`config.mk`:
```
export PLATFORM = sky130hd
export DESIGN_NAME = tape_cmd_ctrl
export DESIGN_NICKNAME = d
export VERILOG_FILES = /design/src/rtl/tape_cmd_pkg.sv /design/src/rtl/tape_sel_map.sv /design/src/rtl/tape_cmd_check.sv /design/src/rtl/tape_stat_mux.sv /design/src/rtl/tape_cmd_ctrl.sv
export SDC_FILE = /design/constraint.sdc
export NUM_CORES = 1
export LEC_CHECK = 0
export BUFFER_PORTS_ARGS = -buffer_cell sky130_fd_sc_hd__buf_2
export CAP_MARGIN = 20
export CORE_MARGIN = 2
export CORE_UTILIZATION = 40
export CTS_BUF_LIST = sky130_fd_sc_hd__clkbuf_4 sky130_fd_sc_hd__clkbuf_8
export DETAILED_ROUTE_END_ITERATION = 8
export GPL_TIMING_DRIVEN = 0
export PLACE_DENSITY = 0.67
export SLEW_MARGIN = 20
export SYNTH_ARGS = -nofsm -noshare
export SYNTH_HDL_FRONTEND = slang
export SYNTH_SLANG_ARGS = --single-unit
```
`constraint.sdc`:
```
create_clock -name clk_i -period 1.8 [get_ports clk_i]
set_input_delay 0.09 -clock clk_i [delete_from_list [all_inputs] [get_ports clk_i]]
set_output_delay 0.09 -clock clk_i [all_outputs]
set_load 0.02 [all_outputs]
```
`src/rtl/tape_cmd_pkg.sv`:
```
package tape_cmd_pkg;
  localparam int CMD_W  = 16;
  localparam int FUNC_W = 8;
  localparam int SEL_W  = 4;
  localparam int STAT_W = 16;

  localparam logic [FUNC_W-1:0] F_CLEAR = 8'o110;

  // command bit positions
  localparam int B_MOT   = 0;
  localparam int B_WRT   = 3;
  localparam int B_REV   = 5;
  localparam int B_RWD   = 6;
  localparam int B_CHS   = 8;
  localparam int SEL_LSB = 9;

  // status bit positions
  localparam int S_HD   = 15;
  localparam int S_SEL  = 13;
  localparam int S_ODD  = 11;
  localparam int S_REW  = 10;
  localparam int S_TBSY = 9;
  localparam int S_BUSY = 8;
  localparam int S_EOF  = 7;
  localparam int S_BOT  = 6;
  localparam int S_EOT  = 5;
  localparam int S_TIM  = 4;
  localparam int S_REJ  = 3;
  localparam int S_WLK  = 2;
  localparam int S_PAR  = 1;
  localparam int S_LOC  = 0;

  // controller flag vector index {par,tim,eof,odd}
  localparam int FL_ODD = 0;
  localparam int FL_EOF = 1;
  localparam int FL_TIM = 2;
  localparam int FL_PAR = 3;
endpackage

```
`src/rtl/tape_sel_map.sv`:
```
module tape_sel_map #(
  parameter int SEL_W = 4,
  parameter int UNITS = 4,
  localparam int UW = $clog2(UNITS)
) (
  input  logic [SEL_W-1:0] field_i,
  output logic [UW-1:0]    unit_o
);
  // highest set bit wins, clamped to last drive
  always_comb begin
    unit_o = '0;
    for (int i = 0; i < SEL_W; i++) begin
      if (field_i[i]) unit_o = (i < UNITS) ? UW'(i) : UW'(UNITS - 1);
    end
  end
endmodule

```
`src/rtl/tape_cmd_check.sv`:
```
module tape_cmd_check
  import tape_cmd_pkg::*;
(
  input  logic [FUNC_W-1:0] func_i,
  input  logic              busy_i,
  input  logic              bot_i,
  input  logic              wlock_i,
  output logic              reject_o
);
  always_comb begin
    reject_o = (func_i[B_MOT] & busy_i)
             | (func_i[B_REV] & bot_i)
             | (func_i[B_WRT] & wlock_i);
  end
endmodule

```
`src/rtl/tape_stat_mux.sv`:
```
module tape_stat_mux
  import tape_cmd_pkg::*;
#(
  parameter bit HIGH_DENSITY = 1'b1,
  parameter int UNITS = 4,
  localparam int UW = $clog2(UNITS)
) (
  input  logic [UW-1:0]     usel_i,
  input  logic [3:0]        flags_i,
  input  logic              busy_i,
  input  logic              rej_i,
  input  logic              rew_i,
  input  logic              eot_i,
  input  logic              att_i,
  input  logic              drv_busy_i,
  input  logic              wlock_i,
  input  logic              bot_i,
  output logic [STAT_W-1:0] stat_o
);
  always_comb begin
    stat_o = '0;
    stat_o[S_ODD]  = flags_i[FL_ODD];
    stat_o[S_EOF]  = flags_i[FL_EOF];
    stat_o[S_TIM]  = flags_i[FL_TIM];
    stat_o[S_PAR]  = flags_i[FL_PAR];
    stat_o[S_BUSY] = busy_i;
    stat_o[S_REJ]  = rej_i;
    stat_o[S_REW]  = rew_i;
    stat_o[S_EOT]  = eot_i;
    stat_o[S_BOT]  = bot_i;
    if (att_i) begin
      stat_o[S_TBSY] = drv_busy_i;
      stat_o[S_WLK]  = wlock_i;
    end else begin
      stat_o[S_TBSY] = 1'b1;
      stat_o[S_LOC]  = 1'b1;
    end
    if (HIGH_DENSITY) begin
      stat_o[S_HD]          = 1'b1;
      stat_o[S_SEL +: 2]    = 2'(usel_i);
    end
  end
endmodule

```
`src/rtl/tape_cmd_ctrl.sv`:
```
module tape_cmd_ctrl
  import tape_cmd_pkg::*;
#(
  parameter int UNITS = 4,
  parameter bit HIGH_DENSITY = 1'b1,
  localparam int UW = $clog2(UNITS)
) (
  input  logic              clk_i,
  input  logic              rst_ni,
  input  logic              cmd_we_i,
  input  logic [CMD_W-1:0]  cmd_wdata_i,
  input  logic              start_i,
  input  logic              op_done_i,
  input  logic [3:0]        op_flags_i,
  input  logic [1:0]        op_unit_flags_i,
  input  logic [UNITS-1:0]  unit_busy_i,
  input  logic [UNITS-1:0]  unit_wlock_i,
  input  logic [UNITS-1:0]  unit_att_i,
  input  logic [UNITS-1:0]  unit_bot_i,
  output logic [STAT_W-1:0] stat_o,
  output logic              launch_o,
  output logic [UW-1:0]     launch_unit_o,
  output logic [FUNC_W-1:0] launch_func_o,
  output logic              launch_short_o,
  output logic [UNITS-1:0]  cancel_o,
  output logic              flags_set_o
);
  logic [FUNC_W-1:0] cmd_q;
  logic [UW-1:0]     usel_q;
  logic              busy_q, rej_q;
  logic [3:0]        flags_q;
  logic [UNITS-1:0]  unit_rew_q, unit_eot_q;

  logic [FUNC_W-1:0] wr_func;
  logic              wr_clear, wr_chs, st_clear, chk_rej;
  logic [UW-1:0]     map_unit, tgt_unit;

  assign wr_func  = cmd_wdata_i[FUNC_W-1:0];
  assign wr_clear = (wr_func == F_CLEAR);
  assign wr_chs   = cmd_wdata_i[B_CHS];
  assign st_clear = (cmd_q == F_CLEAR);
  assign tgt_unit = wr_chs ? map_unit : usel_q;

  tape_sel_map #(.SEL_W(SEL_W), .UNITS(UNITS)) u_sel_map (
    .field_i (cmd_wdata_i[SEL_LSB +: SEL_W]),
    .unit_o  (map_unit)
  );

  tape_cmd_check u_check (
    .func_i   (wr_func),
    .busy_i   (unit_busy_i[tgt_unit]),
    .bot_i    (unit_bot_i[tgt_unit]),
    .wlock_i  (unit_wlock_i[tgt_unit]),
    .reject_o (chk_rej)
  );

  tape_stat_mux #(.HIGH_DENSITY(HIGH_DENSITY), .UNITS(UNITS)) u_stat (
    .usel_i     (usel_q),
    .flags_i    (flags_q),
    .busy_i     (busy_q),
    .rej_i      (rej_q),
    .rew_i      (unit_rew_q[usel_q]),
    .eot_i      (unit_eot_q[usel_q]),
    .att_i      (unit_att_i[usel_q]),
    .drv_busy_i (unit_busy_i[usel_q]),
    .wlock_i    (unit_wlock_i[usel_q]),
    .bot_i      (unit_bot_i[usel_q]),
    .stat_o     (stat_o)
  );

  // start has priority over a write, a write over a completion report
  always_ff @(posedge clk_i or negedge rst_ni) begin
    if (!rst_ni) begin
      cmd_q          <= '0;
      usel_q         <= '0;
      busy_q         <= 1'b0;
      rej_q          <= 1'b0;
      flags_q        <= '0;
      unit_rew_q     <= '0;
      unit_eot_q     <= '0;
      launch_o       <= 1'b0;
      launch_unit_o  <= '0;
      launch_func_o  <= '0;
      launch_short_o <= 1'b0;
      cancel_o       <= '0;
      flags_set_o    <= 1'b0;
    end else begin
      launch_o    <= 1'b0;
      cancel_o    <= '0;
      flags_set_o <= 1'b0;
      if (start_i) begin
        if (st_clear) begin
          flags_q     <= '0;
          rej_q       <= 1'b0;
          busy_q      <= 1'b0;
          cmd_q       <= '0;
          cancel_o    <= ~unit_rew_q;
          flags_set_o <= 1'b1;
        end else begin
          unit_rew_q[usel_q] <= 1'b0;
          unit_eot_q[usel_q] <= 1'b0;
          busy_q         <= 1'b1;
          launch_o       <= 1'b1;
          launch_unit_o  <= usel_q;
          launch_func_o  <= cmd_q;
          launch_short_o <= cmd_q[B_RWD];
        end
      end else if (cmd_we_i) begin
        cmd_q <= wr_func;
        rej_q <= 1'b0;
        if (!wr_clear) begin
          if (busy_q) begin
            rej_q <= 1'b1;
          end else begin
            if (wr_chs) usel_q <= map_unit;
            rej_q <= chk_rej;
          end
        end
      end else if (op_done_i) begin
        busy_q  <= 1'b0;
        flags_q <= flags_q | op_flags_i;
        unit_rew_q[usel_q] <= unit_rew_q[usel_q] | op_unit_flags_i[0];
        unit_eot_q[usel_q] <= unit_eot_q[usel_q] | op_unit_flags_i[1];
      end
    end
  end

  p_clear_write_ok_r3: assert property (@(posedge clk_i) disable iff (!rst_ni)
    (cmd_we_i && !start_i && wr_clear) |=> !stat_o[S_REJ]);

  p_busy_reject_r4: assert property (@(posedge clk_i) disable iff (!rst_ni)
    (cmd_we_i && !start_i && !wr_clear && busy_q) |=> (stat_o[S_REJ] && $stable(usel_q)));

  p_start_busy_r10: assert property (@(posedge clk_i) disable iff (!rst_ni)
    (start_i && !st_clear) |=> (stat_o[S_BUSY] && launch_o));

  p_clear_cancel_r9: assert property (@(posedge clk_i) disable iff (!rst_ni)
    (start_i && st_clear) |=> (flags_set_o && !stat_o[S_BUSY] && (cancel_o == ~$past(unit_rew_q))));

  p_offline_r7: assert property (@(posedge clk_i) disable iff (!rst_ni)
    !unit_att_i[usel_q] |-> (stat_o[S_TBSY] && stat_o[S_LOC] && !stat_o[S_WLK]));

  p_done_idle_r11: assert property (@(posedge clk_i) disable iff (!rst_ni)
    (op_done_i && !start_i && !cmd_we_i) |=> !stat_o[S_BUSY]);
endmodule

```
**Word level (Yosys, flattened, before mapping)**

Cells that the tools add are included.

- Reduce and logical (&&, ||, !) cells: 9
- Magnitude comparators: 3
- Bitwise gates (word level): 16
- Equal/unequal tests: 5
- Multiplexer cells: 58

Operators by type and width:

| kind | count |
|---|---|
| two-way mux 4 bit | 14 |
| two-way mux 1 bit | 26 |
| two-way mux 8 bit | 3 |
| binary-select mux 1 bit (select 2 bit) | 9 |
| == test 8 x 7 -> 1 bit (second input constant) | 2 |
| bitwise AND 4 bit | 2 |
| bitwise mux 4 bit | 2 |
| inverter 4 bit | 2 |
| less-than comparator 2 x 3 -> 1 bit (second input constant) | 2 |
| two-way mux 2 bit | 3 |
| AND reduction 2 bit | 3 |
| AND reduction 3 bit | 2 |
| inequality test 2 x 1 -> 1 bit (second input constant) | 2 |
| inverter 1 bit | 4 |
| bitwise OR 1 bit | 4 |
| bitwise OR 4 bit | 1 |
| AND reduction 4 bit | 1 |
| nonzero test 2 bit | 2 |
| bitwise AND 1 bit | 3 |
| demux 1 bit (select 2 bit) | 1 |
| greater-or-equal comparator 2 x 1 -> 1 bit (second input constant) | 1 |
| inequality test 2 bit (second input constant) | 1 |
| logical AND 1 bit | 1 |

- Word-level logic and storage cells: 104
- Input bits: 43
- Register bits after elaboration: 41

**Longest topological paths before layout**

Gate-level depths: netlist of run 1.

- Depth in word-level cells: 13
- Depth in mapped cells: 7

**By module**

Synthesis of run 1 repeated with hierarchy kept, for this count alone.

- Cells, all modules: 169
- Area total of the unflattened synthesis: 1960.6 um^2

Modules (own cells, without submodules):

| module | sequential area each (um^2) | area each (um^2) | instances | cells an instance |
|---|---|---|---|---|
| tape_cmd_ctrl | 1001.0 | 1808.0 | 1 | 146 |
| tape_stat_mux | 0.0 | 121.4 | 1 | 18 |
| tape_sel_map | 0.0 | 17.5 | 1 | 3 |
| tape_cmd_check | 0.0 | 13.8 | 1 | 2 |

**Least setup slack after synthesis of run 1**

Ideal clock, no wire load.

- Path kind: flip-flop to flip-flop
- From: reg usel_q[0]
- To: reg rej_q
- Setup slack: 119 ps
- Data arrival time: 1557 ps
- Cell stages (with the launch flop): 7
- Cell sequence: dfrtp_1 -> nor2_1 -> a31oi_4 -> mux2i_1 -> o221ai_1 -> a311oi_1 -> o21ai_1

- Longest elaborated chain between the ends: 10

RTL lines:

| item | line | RTL |
|---|---|---|
| start, declared | tape_cmd_ctrl.sv:29 | `logic [UW-1:0] usel_q;` |
| start signal, assigned | tape_cmd_ctrl.sv:115 | `if (wr_chs) usel_q <= map_unit;` |
| two-way mux 2 bit * | -- |  |
| binary-select mux 1 bit (select 2 bit) (on tied branches) | tape_cmd_ctrl.sv:51, tape_cmd_ctrl.sv:52 |  |
| two-way mux 1 bit (on tied branches) | tape_cmd_ctrl.sv:51, tape_cmd_ctrl.sv:52 |  |
| bitwise AND 1 bit (on tied branches) | tape_cmd_check.sv:11, tape_cmd_check.sv:12 |  |
| bitwise OR 1 bit | tape_cmd_check.sv:12 | `\| (func_i[B_REV] & bot_i)` |
| bitwise OR 1 bit * | tape_cmd_check.sv:13 | `\| (func_i[B_WRT] & wlock_i);` |
| two-way mux 1 bit * | tape_cmd_ctrl.sv:112 | `if (busy_q) begin` |
| two-way mux 1 bit * | tape_cmd_ctrl.sv:111 | `if (!wr_clear) begin` |
| two-way mux 1 bit * | tape_cmd_ctrl.sv:108 | `end else if (cmd_we_i) begin` |
| two-way mux 1 bit * | tape_cmd_ctrl.sv:91 | `if (start_i) begin` |
| end signal, assigned | tape_cmd_ctrl.sv:116 | `rej_q <= chk_rej;` |
| end, declared | tape_cmd_ctrl.sv:30 | `logic busy_q, rej_q;` |

Every way passes the cells marked *; elsewhere a longest branch is shown, timed or not. The select of a mux whose other input is x is not followed.
A chain may end at the register's enable or synchronous reset.

**Worst setup path in the final report of run 1**

Same ends and word-level chain as after synthesis.

==> out/metrics.cfg, run 1 <==
[die]
core_area_mm2 = 0.00482
ios = 76
die_x_um = 75.3
start_util = 0.422
die-height_um = 75.3
num_rows = 25
die_area_mm2 = 0.00566

[cts]
cts_tree = built
insertion_delay_ps = 290
cts_buffers = 5
clkSinkCount = 40
htree_levels = 2
cts_buffer_depth = 2
clkSlewWorstSetupHoldPaths_ps = 80
root_buffer = clkbuf_8

[yosys]
avgSynthCellArea_um2 = 10.2
synth_top_area_frac = 0.493
synthesis.instances = 199
synthTopCellsByArea = dfrtp_1 49%, nand2_1 11%, mux4_2 5.5%
synth_seq_cells = 40
seq_area_frac_synth = 0.493
syn-num-nets = 242
ys_types = 36
async_flop_share = 1.00
syn_area_mm2 = 0.00203
synth_top_cell_by_area = dfrtp_1
synthFlopType = dfrtp_1
synth_edf_count = 0
yosysWarnings = 0

[timing]
fin_crit_sh = 0.970
drv_slew = 0
relSlewSlack = 0.423
hold_viol_final = 0
setup_viol = 0
fmax_ghz = 0.573
period_minus_slack_ps = 1750
rsz0062_at_grt = yes
skew_ps = 4.95
worst_slew_pin_slew_ps = 865

[min_path]
min_path_cells = 3
hold_end = cmd_q[7]$_DFFE_PN0P_
hp-start = cmd_wdata_i[7]
hold_class = input pin to flop

[placement]
hpwl_um = 3320
gp_congestion = 0.751
portBuffers = 68

[pwr]
combPwrFrac = 0.369
netSwitchingPower_w = 0.000980
total_power_w = 0.00289
p_int_w = 0.00191
cellPowerDensity_mw_per_mm2 = 1110
static-leakage-power_nw = 1.36
pwr-share-seq = 0.421
peakVddDrop_v = 0.000363
swShare = 0.339
pwr-share-clk = 0.210

[layout]
area_delta_synth_final_pct = 28.3
drive_above_1_share = 0.411
diodes = 0
finish.utilization = 0.541
nets = 324

[setup_path]
end_kind = flop
worstReg2RegEnd = rej_q$_DFFE_PN0P_
reg2reg_from = usel_q[0]$_DFFE_PN0P_
start_kind = flop
r2r_slack_ps = 50
crit_required_ps = 1980
cp_max_fo = 6
crit_arrival_ps = 1920
rr_worst_depth = 7
crit_type = flop to flop

[flow_run]
max_cap_viol_count = 0

[run_status]
status = finished clean

[drt]
num_vias = 1648
drt-pass1-iter-count = 4
wl_um = 4270
wl_per_cell_um = 12.2
drc_errors = 0
routed_via_density = 4.72
antenna_left = 0
drtIter0Drc = 54

[global_route]
grt_max_degree = 41
grt.overflow.total = 0
grt_pass1_wl_um = 6810
grt_pass1_vias = 1493
gr-usage-all-layers = 0.160
antenna_found_initial = 0

synthesized netlist by cell type (2+ instances only):
cell type / n
nand2_1: 61
dfrtp_1: 40
nor2_1: 17
buf_4: 8
a21oi_1: 7
mux2_2: 6
inv_1: 5
mux2i_1: 5
mux4_2: 5
o21ai_0: 4
buf_2: 3
mux2_1: 3
nand2b_1: 3
nor2b_1: 3
clkbuf_8: 2
conb_1: 2
nand3_1: 2
nor2_2: 2
nor4b_4: 2
o21ai_1: 2
or4b_1: 2
through the flow:
step | area (um^2) | cells | setup TNS [ps] | hold slack [ps] | setup slack [ps]
CTS | 2580 | 345 | 0 | 2.24 | 19.9
global route | 2610 | 349 | -59.6 | 1.60 | -38.1
finish | 2610 | 349 | 0 | 7.07 | 54.9
global placement | 2450 | 334 | 0 | 254 | 61.0
floorplan | 2030 | 199 | 0 | -206 | 119
detailed placement | 2450 | 334 | 0 | 253 | 37.0
how the worst max path moves through the flow:
| stage | startpoint | to | depth (start not counted) |
|---|---|---|---|
| 6_report | usel_q[0]$_DFFE_PN0P_ | rej_q$_DFFE_PN0P_ | 7 |
| 3_5_place_dp | usel_q[0]$_DFFE_PN0P_ | rej_q$_DFFE_PN0P_ | 6 |
| 5_1_grt | usel_q[0]$_DFFE_PN0P_ | rej_q$_DFFE_PN0P_ | 7 |
| 3_3_place_gp | cmd_q[5]$_DFFE_PN0P_ | unit_eot_q[3]$_DFFE_PN0P_ | 6 |
| 2_1_floorplan | usel_q[0]$_DFFE_PN0P_ | rej_q$_DFFE_PN0P_ | 6 |
| 4_1_cts | usel_q[0]$_DFFE_PN0P_ | stat_o[2] | 4 |
power by group through the flow:
stage                     Clock [W]  Sequential (W)  Combinational, W
final                      0.000608         0.00122           0.00107
after global routing       0.000651         0.00124           0.00118
after CTS                  0.000619         0.00122           0.00107
after detailed placement          0         0.00124           0.00104
after global placement            0         0.00123           0.00103
after floorplan                   0         0.00129          0.000672
final cells by class:
type	instances	area [um^2]
clock buffers	6	82.6
repair buffers	75	398
fillers	469	2210
clock inverters	2	10.0
plain buffers	15	119
inverters	6	27.5
multi-input cells	138	883
well taps	67	83.8
flip-flops and latches	40	1000
flip-flops by register name, summed over array words and instances (netlist names), 2 cells and up:
register / cells
flags_q: 4
launch_func_o: 8
unit_eot_q: 4
launch_unit_o: 2
cmd_q: 8
unit_rew_q: 4
cancel_o: 4
usel_q: 2
critical path, cell delays in order, from the launching register on:
cell      delay, ps
dfrtp_2         380
buf_4           140
nor2_1           70
a31oi_4         270
mux2i_1         250
o221ai_1        150
a311oi_1        280
o21ai_1          80
per-layer routing:
layer,track usage,up-vias,wire [um]
met5,0,-,0
met4,0.0526,0,51
met3,0.0348,5,260
met2,0.257,58,2040
met1,0.218,766,1920
li1,-,819,-
timing repair:
action                     in CTS  in global routing
setup buffers                   1                  4
hold endpoints to repair       41                  0
gates resized for setup         1                  3
pin swaps                       0                  2
hold buffers                    2                  0
setup endpoints to repair       4                  7
gates cloned                    0                  0
layout by cell type (no fill, tap or decap), types with 4 or more instances in the layout:
cell | Yosys | final
a21oi_1 | 7 | 7
buf_2 | 3 | 71
buf_4 | 8 | 13
clkbuf_8 | 2 | 7
dfrtp_1 | 40 | 39
inv_1 | 5 | 5
mux2_2 | 6 | 6
mux2i_1 | 5 | 5
mux4_2 | 5 | 6
nand2_1 | 61 | 61
nor2_1 | 17 | 17
o21ai_0 | 4 | 4
cell families (layout without fill, tap and decap cells):
| family | after synthesis | in the layout | synth area share |
|---|---|---|---|
| compound gates | 19 | 19 | 0.0622 |
| buf+inv | 21 | 104 | 0.0702 |
| simple gates | 97 | 97 | 0.228 |
| flops | 40 | 40 | 0.493 |
| mux | 20 | 20 | 0.143 |
| other cells | 2 | 2 | 0.00370 |
Power figures use the tool's default switching activity.
==> run 2, diff against run 1 <==
--- a/config.mk
+++ b/config.mk
@@ -5,7 +5,7 @@
 export SDC_FILE = /design/constraint.sdc
 export NUM_CORES = 1
 export LEC_CHECK = 0
-export BUFFER_PORTS_ARGS = -buffer_cell sky130_fd_sc_hd__buf_2
+export BUFFER_PORTS_ARGS = -buffer_cell sky130_fd_sc_hd__buf_4
 export CAP_MARGIN = 20
 export CORE_MARGIN = 2
 export CORE_UTILIZATION = 40
==> run 2 against run 1 <==
  * Die area is the same
  * Global-route usage grew 0.97 points
  * Final cell count increased by 2.0%
  * Final area grew 10%
==> out/metrics.cfg, run 2 (synthesized netlist as in run 1, its figures left out) <==
[run_status]
status = finished clean

[placement]
portBuffers = 68  ; unchanged
hpwl_um = 3490  ; +5.0%
gp_congestion = 0.784  ; +4.4%

[cts]
htree_levels = 2  ; unchanged
cts_tree = built
insertion_delay_ps = 290  ; about the same
cts_buffer_depth = 2  ; unchanged
cts_buffers = 5  ; unchanged
root_buffer = clkbuf_8
clkSlewWorstSetupHoldPaths_ps = 70  ; about the same
clkSinkCount = 40  ; unchanged

[pwr]
static-leakage-power_nw = 1.46  ; +7.4%
cellPowerDensity_mw_per_mm2 = 1110  ; about the same
peakVddDrop_v = 0.000451  ; +24%

[timing]
fmax_ghz = 0.568  ; -0.84%
finalSetupTns_ps = 0  ; unchanged
hold_viol_final = 0  ; unchanged
skew_ps = 3.20  ; -1.75 ps
rsz0062_at_grt = yes
fin_crit_sh = 0.978  ; +0.00825
worst_slew_pin_slew_ps = 506  ; -360 ps
period_minus_slack_ps = 1760  ; +14.9 ps
drv_slew = 0  ; unchanged
relSlewSlack = 0.663  ; +0.240
whs_ps = 9.95  ; +2.87 ps
setup_viol = 0  ; unchanged

[global_route]
grt_max_degree = 41  ; unchanged
grt.overflow.total = 0  ; unchanged
grt_pass1_vias = 1575  ; +5.5%
antenna_found_initial = 0  ; unchanged
grt_pass1_wl_um = 7170  ; +5.3%
gr-usage-all-layers = 0.170  ; +0.00975

[drt]
drt-pass1-iter-count = 4  ; unchanged
wl_um = 4620  ; +8.4%
drtIter0Drc = 67  ; +24%
routed_via_density = 4.73  ; +0.12%
antenna_left = 0  ; unchanged
num_vias = 1683  ; +2.1%
drc_errors = 0  ; unchanged
wl_per_cell_um = 13.0  ; +6.3%

[die]
core_area_mm2 = 0.00482  ; unchanged
start_util = 0.422  ; unchanged
ios = 76  ; unchanged
num_rows = 25  ; unchanged
die_x_um = 75.3  ; unchanged
die-height_um = 75.3  ; unchanged
die_area_mm2 = 0.00566  ; unchanged

[layout]
final_common_cell = buf_4
drive_above_1_share = 0.426  ; +0.0143
nets = 331  ; +2.2%
top_regs = cmd_q (8), launch_func_o (8)
area_delta_synth_final_pct = 41.3
diodes = 0  ; unchanged
layout_common_cells = 85 x buf_4, 61 x nand2_1, 38 x dfrtp_1

[setup_path]
crit_required_ps = 1710  ; -270 ps
crit_family = multiplexers
crit_type = flop to primary output
r2r_slack_ps = 100  ; +50 ps
start_kind = flop
end_kind = primary output
cp_slowest_stage_delay_ps = 520  ; +140 ps
crit_chain = clkbuf_16 -> mux4_2 -> and2_4 -> buf_6
cp_max_fo = 7  ; +1
worst_path_max_delay_cell = mux4_2
crit_arrival_ps = 1670  ; -250 ps
cp_num_buf_inv = 2  ; +1

[min_path]
hold_class = input pin to flop

[flow_run]
max_cap_viol_count = 0  ; unchanged

[run 2: cell types whose count changed in the layout (fill, tap and decap cells not counted), sizes merged]
cell / before / now
buf: 86 / 90
dlygate4sd3: 2 / 4
bufinv: 0 / 1
clkbuf: 8 / 9
clkinv: 2 / 1
[run 2: final timing paths]
check,start,to,cells past startpoint
worst max-delay path,usel_q[0]$_DFFE_PN0P_,stat_o[2],4
worst min-delay path,cmd_wdata_i[6],cmd_q[6]$_DFFE_PN0P_,3
worst max register to register,usel_q[0]$_DFFE_PN0P_,rej_q$_DFFE_PN0P_,7
worst min register to register,unit_rew_q[3]$_DFFE_PN0P_,cancel_o[3]$_DFF_PN0_,1
max in group asynchronous,rst_ni,usel_q[0]$_DFFE_PN0P_,2
min in group asynchronous,rst_ni,flags_q[1]$_DFFE_PN0P_,2
[run 2: final cells by class]
type                            count  area (um^2)
Timing Repair Buffer               82          629
Buffer                             15          129
Tap cell                           67         83.8
Multi-Input combinational cell    138          886
Fill cell                         455         1950
Sequential cell                    40         1000
Clock buffer                        6         76.3
Clock inverter                      2         35.0
Inverter                            6         27.5
[run 2: per-stage QoR]
| step | cells | area (um^2) | utilization | setup WS [ps] | power (W) |
|---|---|---|---|---|---|
| 2_1_floorplan | 199 | 2030 | - | 119 | 0.00196 |
| 3_3_place_gp | 334 | 2630 | 0.545 | 44.8 | 0.00237 |
| 3_5_place_dp | 334 | 2630 | 0.545 | 10.9 | 0.00240 |
| 4_1_cts | 348 | 2800 | 0.582 | 5.72 | 0.00317 |
| 5_1_grt | 356 | 2870 | 0.596 | -6.09 | 0.00337 |
| 6_report | 356 | 2870 | 0.596 | 40.0 | 0.00318 |
[run 2: power by group]
| part | switching (W) | total, W | leakage, nW | internal [W] |
|---|---|---|---|---|
| clock network | 0.000299 | 0.000725 | 0.0586 | 0.000426 |
| logic | 0.000565 | 0.00123 | 0.916 | 0.000664 |
| registers | 0.000144 | 0.00123 | 0.488 | 0.00109 |
| total | 0.00101 | 0.00318 | 1.46 | 0.00218 |
[run 2: layer usage]
metal	GRT usage	part of all wire	routed length (um)
met5	0	0	0
met4	0.0624	0.017	79
met3	0.0402	0.064	298
met2	0.287	0.48	2210
met1	0.214	0.44	2040
[run 2: worst register-to-register path: stages, from the launching register on]
cell	delay [ps]
dfrtp_2	400
nor2_1	80
a31oi_4	240
buf_4	170
mux2i_1	220
o22ai_1	140
a311oi_1	240
o21ai_1	100
[run 2: what timing repair did]
action                     CTS  global route
hold endpoints to repair    43             0
setup buffers                2             8
hold buffers                 4             0
setup endpoints to repair    5             8
pin swaps                    0             4
resized for setup            2             5
==> run 3, diff against run 2 <==
--- a/config.mk
+++ b/config.mk
@@ -5,14 +5,15 @@
 export SDC_FILE = /design/constraint.sdc
 export NUM_CORES = 1
 export LEC_CHECK = 0
+export ABC_AREA = 1
 export BUFFER_PORTS_ARGS = -buffer_cell sky130_fd_sc_hd__buf_4
 export CAP_MARGIN = 20
 export CORE_MARGIN = 2
-export CORE_UTILIZATION = 40
+export CORE_UTILIZATION = 42
 export CTS_BUF_LIST = sky130_fd_sc_hd__clkbuf_4 sky130_fd_sc_hd__clkbuf_8
 export DETAILED_ROUTE_END_ITERATION = 8
 export GPL_TIMING_DRIVEN = 0
-export PLACE_DENSITY = 0.67
+export PLACE_DENSITY = 0.7
 export SLEW_MARGIN = 20
 export SYNTH_ARGS = -nofsm -noshare
 export SYNTH_HDL_FRONTEND = slang
==> run 3 against run 2 <==
  * Final area fell by 3.7%
  * Highest routed layer unchanged
  * Power fell by 3.4%
  * Clock power rose by 9.7%
  * Critical path depth rose by 5
  * Sequential share of layout area rose by 1.3 points
  * Final cell count rose by 4.5%
  * Largest power group unchanged
  * Via count rose by 8.2%
  * Critical path type unchanged
  * Routed wire length fell by 1.5%
==> out/metrics.cfg, run 3 <==
[setup_path]
reg2reg_from = cmd_q[5]$_DFFE_PN0P_
crit_type = flop to primary output
start_kind = flop
end_kind = primary output
crit_start = usel_q[1]$_DFFE_PN0P_
crit_arrival_ps = 1580  ; -90 ps
crit_required_ps = 1710  ; about the same
cp_max_fo = 7  ; unchanged

[drt]
drc_errors = 0  ; unchanged
num_vias = 1821  ; +8.2%
routed_via_density = 4.90  ; +3.5%
antenna_left = 0  ; unchanged
drt-pass1-iter-count = 4  ; unchanged
drtIter0Drc = 116  ; +73%
wl_per_cell_um = 12.2  ; -5.7%
wl_um = 4560  ; -1.5%

[timing]
setup_viol = 0  ; unchanged
fmax_ghz = 0.598  ; +5.2%
skew_ps = 4.07  ; +0.867 ps
period_minus_slack_ps = 1670  ; -86.6 ps
hold_viol_final = 0  ; unchanged
fin_crit_sh = 0.930  ; -0.0481
finalSetupTns_ps = 0  ; unchanged
drv_slew = 0  ; unchanged
rsz0062_at_grt = no

[yosys]
syn_area_mm2 = 0.00200  ; -1.3%
async_flop_share = 1.00  ; unchanged
synth_top_cells_by_count = 59 x nand2_1, 40 x dfrtp_1, 30 x inv_1
synthesis.instances = 238  ; +20%
synthFlopType = dfrtp_1
yosysWarnings = 0  ; unchanged
yosysMostFrequentCell = nand2_1
avgSynthCellArea_um2 = 8.42  ; -17%
synth_top_cell_by_area = dfrtp_1
syn-num-nets = 281  ; +16%
seq_area_frac_synth = 0.499  ; +0.00646
synth_top_area_frac = 0.499  ; +0.00646
ys_types = 29  ; -19%
synthTopCellsByArea = dfrtp_1 50%, nand2_1 11%, inv_1 5.6%
synth_edf_count = 0  ; unchanged
synth_seq_cells = 40  ; unchanged

[pwr]
total_power_w = 0.00308  ; -3.4%
combPwrFrac = 0.350  ; -0.036
netSwitchingPower_w = 0.00104  ; +2.8%
peakVddDrop_v = 0.000499  ; +11%
static-leakage-power_nw = 1.46  ; -0.21%
swShare = 0.337  ; +0.0204
cellPowerDensity_mw_per_mm2 = 1110  ; +0.28%
p_int_w = 0.00204  ; -6.3%
pwr-share-clk = 0.258  ; +0.030
pwr-share-seq = 0.391  ; +0.005

[cts]
insertion_delay_ps = 290  ; about the same
root_buffer = clkbuf_8
cts_buffer_depth = 2  ; unchanged
clkSlewWorstSetupHoldPaths_ps = 80  ; about the same
clkSinkCount = 40  ; unchanged
cts_tree = built
htree_levels = 2  ; unchanged
cts_buffers = 5  ; unchanged

[global_route]
grt_pass1_wl_um = 7440  ; +3.8%
antenna_found_initial = 0  ; unchanged
grt.overflow.total = 0  ; unchanged
grt_pass1_vias = 1650  ; +4.8%
gr-usage-all-layers = 0.182  ; +0.0119
grt_max_degree = 41  ; unchanged

[layout]
final_common_cell = buf_4
finish.utilization = 0.593  ; -0.00256
area_delta_synth_final_pct = 38.0
fin_cells = 372  ; +4.5%
drive_above_1_share = 0.368  ; -0.0577
num-fill-cells = 415  ; -8.8%
top_regs = cmd_q (8), launch_func_o (8)
nets = 360  ; +8.8%
layout_common_cells = 80 x buf_4, 58 x nand2_1, 38 x dfrtp_1
diodes = 0  ; unchanged

[placement]
portBuffers = 69  ; +1.5%
gp_congestion = 0.814  ; +3.8%
hpwl_um = 3470  ; -0.48%
post-place-cells = 361  ; +8.1%

[die]
die_area_mm2 = 0.00534  ; -5.7%
ios = 76  ; unchanged
die-height_um = 73.1  ; -2.9%
num_rows = 25  ; unchanged
core_area_mm2 = 0.00466  ; -3.2%
die_x_um = 73.1  ; -2.9%
start_util = 0.430  ; +0.00851

[flow_run]
max_cap_viol_count = 0  ; unchanged

[min_path]
hold_class = input pin to flop
hp-start = cmd_wdata_i[6]

[run_status]
status = finished clean

[run 3: timing repair]
item	in CTS	in global routing
gates cloned	0	0
setup endpoints to repair	5	6
resized for setup	1	5
hold buffers	1	0
setup buffers	0	2
pin swaps	0	0
endpoints found under the hold margin	40	0
[run 3: cell type report]
cell class,count,area (um^2),area share
Buffer,11,77.6,0.0281
Clock buffer,7,96.3,0.0348
Clock inverter,1,30.0,0.0109
Inverter,38,143,0.0516
Multi-Input combinational cell,149,805,0.291
Sequential cell,40,1000,0.363
Tap cell,54,67.6,0.0244
Timing Repair Buffer,72,543,0.196
[run 3: final timing paths]
kind                                                     end  slack [ps]  cells past startpoint
worst max-delay path                               stat_o[9]         130                      9
worst min-delay path                    cmd_q[6]$_DFFE_PN0P_          10                      3
worst max register to register     unit_eot_q[2]$_DFFE_PN0P_         340                      5
worst min register to register         cancel_o[0]$_DFF_PN0_         460                      1
max in group asynchronous              usel_q[1]$_DFFE_PN0P_        1130                      2
min in group asynchronous       launch_func_o[2]$_DFFE_PN0P_         310                      2
[run 3: metal layers]
layer  global-route usage  share of wire  wire (um)  up-vias
li1                     -              -          -      923
met5                    0              0          0        -
met2                0.271           0.46       2090       68
met3               0.0511          0.075        342        8
met1                0.244           0.45       2030      822
met4               0.0864          0.020         89        0
[run 3: cells by family (layout without fill, tap and decap cells)]
group                  Yosys count  in the layout  share of synthesized area
AND/OR/NAND/NOR                 94             94                      0.227
AO/OA/AOI/OAI                   53             53                      0.160
buffers and inverters           49            129                      0.110
flip-flops                      40             40                      0.499
other                            2              2                    0.00375
[run 3: power by group through the flow]
stage | sequential [W] | clock (W) | combinational (W)
floorplan | 0.00126 | 0 | 0.000592
global placement | 0.00121 | 0 | 0.00103
detailed placement | 0.00122 | 0 | 0.00104
CTS | 0.00120 | 0.000814 | 0.00105
global route | 0.00123 | 0.000844 | 0.00120
finish | 0.00120 | 0.000795 | 0.00108
[run 3: worst max-delay path, cell delays in order, from the launching register on]
cell and delay (ps):
dfrtp_2 440, inv_1 70, nand2_1 70, inv_2 90, nand2_1 70, nand2_1 70
a221oi_4 210, inv_1 60, nand2_1 70, buf_4 140
[run 3: per-stage QoR]
step | hold slack, ps | worst slack, ps | instance area (um^2)
after detailed placement | 90.6 | 164 | 2590
after CTS | 7.30 | 15.6 | 2730
after global placement | 91.8 | 184 | 2590
after floorplan | -206 | 180 | 2000
final | 10.1 | 127 | 2770
after global routing | 5.14 | 2.43 | 2770
